[src/rtl/seg7_pkg.sv]
// Package for the segment decoder: widths, the bit order of the
// segment vector, and the digit-to-pattern function.
// Assumes bit 0 of a pattern drives segment a and bit 6 drives segment g.
package seg7_pkg;
    localparam int CODE_W    = 4;
    localparam int SEG_N     = 7;
    localparam int MAX_DIGIT = 9;

    typedef logic [CODE_W-1:0] code_t;
    typedef logic [SEG_N-1:0]  seg_t;

    // Returns the active-high pattern for a stored value; non-digits give zero.
    function automatic seg_t digit_pattern(input code_t v);
        seg_t p;
        case (v)
            code_t'(0): p = 7'b0111111;
            code_t'(1): p = 7'b0000110;
            code_t'(2): p = 7'b1011011;
            code_t'(3): p = 7'b1001111;
            code_t'(4): p = 7'b1100110;
            code_t'(5): p = 7'b1101101;
            code_t'(6): p = 7'b1111101;
            code_t'(7): p = 7'b0000111;
            code_t'(8): p = 7'b1111111;
            code_t'(9): p = 7'b1101111;
            default:    p = '0;
        endcase
        return p;
    endfunction
endpackage

[src/rtl/seg7_code_store.sv]
// Storage register for the digit value.
// Takes the input on a clock edge while load is high and keeps its value
// otherwise. Synchronous active-low reset clears it to zero.
module seg7_code_store #(
    parameter int W = 4
) (
    input  logic         clk,
    input  logic         rst_n,
    input  logic         load,
    input  logic [W-1:0] d,
    output logic [W-1:0] q
);
    // Register: clear, load, or hold.
    always_ff @(posedge clk) begin
        if (!rst_n)
            q <= '0;
        else if (load)
            q <= d;
    end

    AST_HOLD_WHEN_CLOSED: assert property (@(posedge clk) disable iff (!rst_n)
        !load |=> $stable(q));
    AST_TAKE_WHEN_OPEN: assert property (@(posedge clk) disable iff (!rst_n)
        load |=> (q == $past(d)));
endmodule

[src/rtl/seg7_digit_decoder.sv]
// Converts a stored value to the active-high segment pattern.
// Values above MAX_DIGIT produce an all-off pattern. Purely combinational.
module seg7_digit_decoder
    import seg7_pkg::*;
(
    input  logic  clk,
    input  logic  rst_n,
    input  code_t code,
    output seg_t  raw,
    output logic  is_zero
);
    // Look up the pattern and flag the zero value.
    always_comb begin
        raw     = digit_pattern(code);
        is_zero = (code == '0);
    end

    AST_ILLEGAL_DARK: assert property (@(posedge clk) disable iff (!rst_n)
        (int'(code) > MAX_DIGIT) |-> (raw == '0));
endmodule

[src/rtl/seg7_output_stage.sv]
// Applies blanking, ripple suppression and then phase inversion to the
// decoded pattern. Assumes raw is active high and already dark for
// non-digit values.
module seg7_output_stage
    import seg7_pkg::*;
(
    input  logic clk,
    input  logic rst_n,
    input  seg_t raw,
    input  logic is_zero,
    input  logic blank,
    input  logic phase,
    input  logic rip_in,
    output seg_t seg,
    output logic rip_out
);
    logic suppress;
    seg_t lit;

    // Darken on blank or ripple suppression, then invert by phase.
    always_comb begin
        suppress = rip_in & is_zero;
        lit      = (blank | suppress) ? '0 : raw;
        seg      = lit ^ {SEG_N{phase}};
        rip_out  = suppress;
    end

    AST_BLANK_FOLLOWS_PHASE: assert property (@(posedge clk) disable iff (!rst_n)
        blank |-> (seg == {SEG_N{phase}}));
    AST_RIPPLE_NEEDS_ZERO: assert property (@(posedge clk) disable iff (!rst_n)
        rip_out |-> (rip_in && is_zero));
    AST_RIPPLE_DARK: assert property (@(posedge clk) disable iff (!rst_n)
        rip_out |-> (seg == {SEG_N{phase}}));
endmodule

[src/rtl/seg7_latch_decoder.sv]
// Top level: one BCD digit register feeding a seven-segment decoder with
// blanking, ripple zero suppression and phase inversion.
// Assumes all control inputs are synchronous to clk.
module seg7_latch_decoder
    import seg7_pkg::*;
(
    input  logic              clk,
    input  logic              rst_n,
    input  logic              load_en,
    input  logic [CODE_W-1:0] digit_in,
    input  logic              blank_in,
    input  logic              phase_in,
    input  logic              ripple_in,
    output logic [SEG_N-1:0]  seg_out,
    output logic              ripple_out
);
    code_t stored;
    seg_t  raw;
    logic  zero;

    seg7_code_store #(.W(CODE_W)) u_store (
        .clk (clk), .rst_n (rst_n), .load (load_en), .d (digit_in), .q (stored)
    );

    seg7_digit_decoder u_dec (
        .clk (clk), .rst_n (rst_n), .code (stored), .raw (raw), .is_zero (zero)
    );

    seg7_output_stage u_out (
        .clk (clk), .rst_n (rst_n), .raw (raw), .is_zero (zero),
        .blank (blank_in), .phase (phase_in), .rip_in (ripple_in),
        .seg (seg_out), .rip_out (ripple_out)
    );

    AST_PHASE_FLIPS_ALL: assert property (@(posedge clk) disable iff (!rst_n)
        ($stable(stored) && $stable(blank_in) && $stable(ripple_in) && $changed(phase_in))
        |-> (seg_out == ~$past(seg_out)));
endmodule

[config.mk]
export PLATFORM = sky130hd
export DESIGN_NAME = seg7_latch_decoder
export DESIGN_NICKNAME = d
export VERILOG_FILES = /design/src/rtl/seg7_pkg.sv /design/src/rtl/seg7_code_store.sv /design/src/rtl/seg7_digit_decoder.sv /design/src/rtl/seg7_output_stage.sv /design/src/rtl/seg7_latch_decoder.sv
export SDC_FILE = /design/constraint.sdc
export NUM_CORES = 1
export LEC_CHECK = 0
export CAP_MARGIN = 20
export CORE_ASPECT_RATIO = 1.1
export CORE_UTILIZATION = 25
export DETAILED_ROUTE_END_ITERATION = 8
export MAX_ROUTING_LAYER = met4
export SLEW_MARGIN = 5
export SYNTH_ARGS = -nofsm -noshare
export SYNTH_HDL_FRONTEND = slang
export SYNTH_HIERARCHICAL = 1
export SYNTH_SLANG_ARGS = --single-unit
export TNS_END_PERCENT = 100
[constraint.sdc]
create_clock -name clk -period 3.1 [get_ports clk]
set_input_delay 0.465 -clock clk [delete_from_list [all_inputs] [get_ports clk]]
set_output_delay 0.465 -clock clk [all_outputs]
set_load 0.05 [all_outputs]
==> metrics.txt <==
result of the run=completed; RSZ-0062 raised after global routing=no; Starting Density=0.275; CTS Hold Bufs=0; hold path start=u_store/q[0]; share of cells above drive strength 1=0.139; # port buffers=17; Pwr Total=0.278 mW; post-route ant nets=0; CP max FO=7; Area Overhead vs Synth=41.2%; Post-Route WL=800 um; Iter 0 DRT Violations=7; Non-Filler Instances=106; Post-synth EDFFs=0; Avg Inst Size Synth=8.20 um^2; Nets=97; first-pass GRT wire length=about 1300 um; Peak Freq=between 300 and 400 MHz; CTS tree=yes; Final Hold Viols=0; grt total ovfl=0; initial antenna violation count=0; hold-critical path depth=2; CTS Buf Count=3; largest registers=u_store/q: 4 flops; Cell Int Power=0.162 mW; synth warn=6; switching pwr=0.116 mW; GRT Total Usage=0.0833; dpl hpwl=657 um; reg-to-reg critical path startpoint=u_store/q[3]; Clk pin slew, worst setup/hold paths=0.03 ns; CTS Buffer Depth=2; net count after synthesis=77; sequential cell area=between 80 and 90 um^2; Pleak=0.288 nW; max FFs per register=4; WS Path Type=reg -> out; WP data arrival=2.37 ns; largest net degree at the start of global routing=11; final worst-path cycle share=0.913; Yosys top cell area share=0.160; worst-margin pin slew=0.491 ns; CP Launch Type=register; routed via count=about 400; Rows=16; fin crit period=2.83 ns; I/O Pins=18; count of cells resized by post-cts repair=0; Hold WS=0.568 ns; Setup Viol. Count Final=0; Yosys reg bits=4; r2r worst-path depth=2; nature of the critical path endpoint=primary output; # DRC=0; chip height=48.9 um; number of global-route vias before repair=332; Seq pwr share=0.216; max_cap viols=0; GPL Wtd Cong=0.683; number of diodes=0; worst-skew pair later-pin latency=approximately 0.23 ns; Inst Count DP=103; setup repair bufs after CTS=0; worst r2r dst=u_store/q[3]; register area share after synthesis=0.160; Root Driver=clkbuf_4; first drt pass iteration count=2; TNS Setup=0 ns; Comb power frac=0.555; asr flop ratio synth=0; Die Span X=44.7 um; area of the multi-input gates=374 um^2; Mapped Cells=61; H-tree depth=1; Rel. slew slack=0.672; Clk pwr share=0.229; worst clock skew=0 ns; max-slew violation count=0; reg2reg setup slack=roughly 2.3 ns; Clock Sinks=4; Yosys top cell by area=dfxtp_1; Hold Crit Class=reg -> reg; Core Region=1820 um^2; post-synthesis cell type count=22; # fillers=a little under 200; Top FF cell, synth=dfxtp_1; WP data required=2.63 ns; DR WL/cell=7.55 um; largest reg by FF count=u_store/q; VDD IR max=0.000265 V; Hold Path End=u_store/q[0]; Sw Ratio=0.417; Total Die Area=between 2000 and 2500 um^2; vias per cell=3.81; PD cells=393 nW/um^2; largest cells by area after synthesis=dfxtp_1 16%, ha_1 15%, xnor2_1 14%; synthesized area=about 500 um^2
==> layout make-up <==
class,count,share of cell area
clock buffers,3,0.0319
inverters,5,0.0265
multi-input cells,49,0.529
flip-flops and latches,4,0.113
well taps,27,0.0478
repair buffers,18,0.251
==> critical path, cell delays in order, from the launching register on <==
cell             delay (ns)
dfxtp_1                0.38
inv_1                  0.11
ha_1                   0.23
nand2b_1               0.09
nor2_1                 0.07
a21oi_4                0.21
nand2_1                0.10
xnor2_1                0.13
clkdlybuf4s50_1        0.81
==> per-stage QoR <==
step	worst slack, ns	util	area [um^2]
final	0.268	0.388	707
after global routing	0.0806	0.388	707
after CTS	0.232	0.388	707
after detailed placement	0.424	0.376	684
after global placement	0.436	0.376	684
after floorplan	0.603	-	500
==> cells in the final DEF (no fill, tap or decap), types with 3 or more instances in the layout <==
cell type         n
clkbuf_4          3
clkdlybuf4s50_1  17
dfxtp_1           4
ha_1              6
inv_1             5
mux2i_1           4
nand2_1           7
nor2_1            5
nor2b_1           4
xnor2_1           8
==> power groups by stage <==
stage	Combinational, mW	Clock [mW]	Sequential (mW)
after floorplan	0.111	0	0.0600
after CTS	0.155	0.0677	0.0601
after global placement	0.154	0	0.0607
after detailed placement	0.155	0	0.0609
final	0.154	0.0636	0.0600
after global routing	0.163	0.0733	0.0609
==> cells in the mapped netlist, types with 2 or more instances <==
library cell	count
xnor2_1	8
nand2_1	7
ha_1	6
inv_1	5
nor2_1	5
dfxtp_1	4
mux2i_1	4
nor2b_1	4
a21oi_1	2
buf_6	2
o21ai_0	2
o21ai_1	2
==> logic make-up (layout without fill, tap and decap cells) <==
kind of cell / count (synthesis) / count (layout) / synth area share
flops: 4 / 4 / 0.160
simple gates: 20 / 20 / 0.208
mux: 4 / 4 / 0.0800
compound gates: 11 / 11 / 0.170
xor+xnor: 8 / 8 / 0.140
fa+ha+maj: 6 / 6 / 0.150
buf+inv: 8 / 26 / 0.0925
==> routing by layer <==
layer	part of all wire	GRT usage	vias up
li1	-	-	229
met1	0.45	0.0899	157
met2	0.47	0.120	16
met3	0.053	0.0222	2
met4	0.026	0.0758	0
met5	0	-	-
==> how the worst max path moves through the flow <==
| stage | depth (start not counted) | to | from |
|---|---|---|---|
| finish | 8 | seg_out[1] | u_store/q[0] |
| global route | 8 | seg_out[4] | u_store/q[0] |
| CTS | 8 | seg_out[3] | u_store/q[0] |
| detailed placement | 5 | seg_out[3] | ripple_in |
| global placement | 5 | seg_out[3] | ripple_in |
| floorplan | 7 | seg_out[0] | u_store/q[1] |
Power figures use the tool's default switching activity.
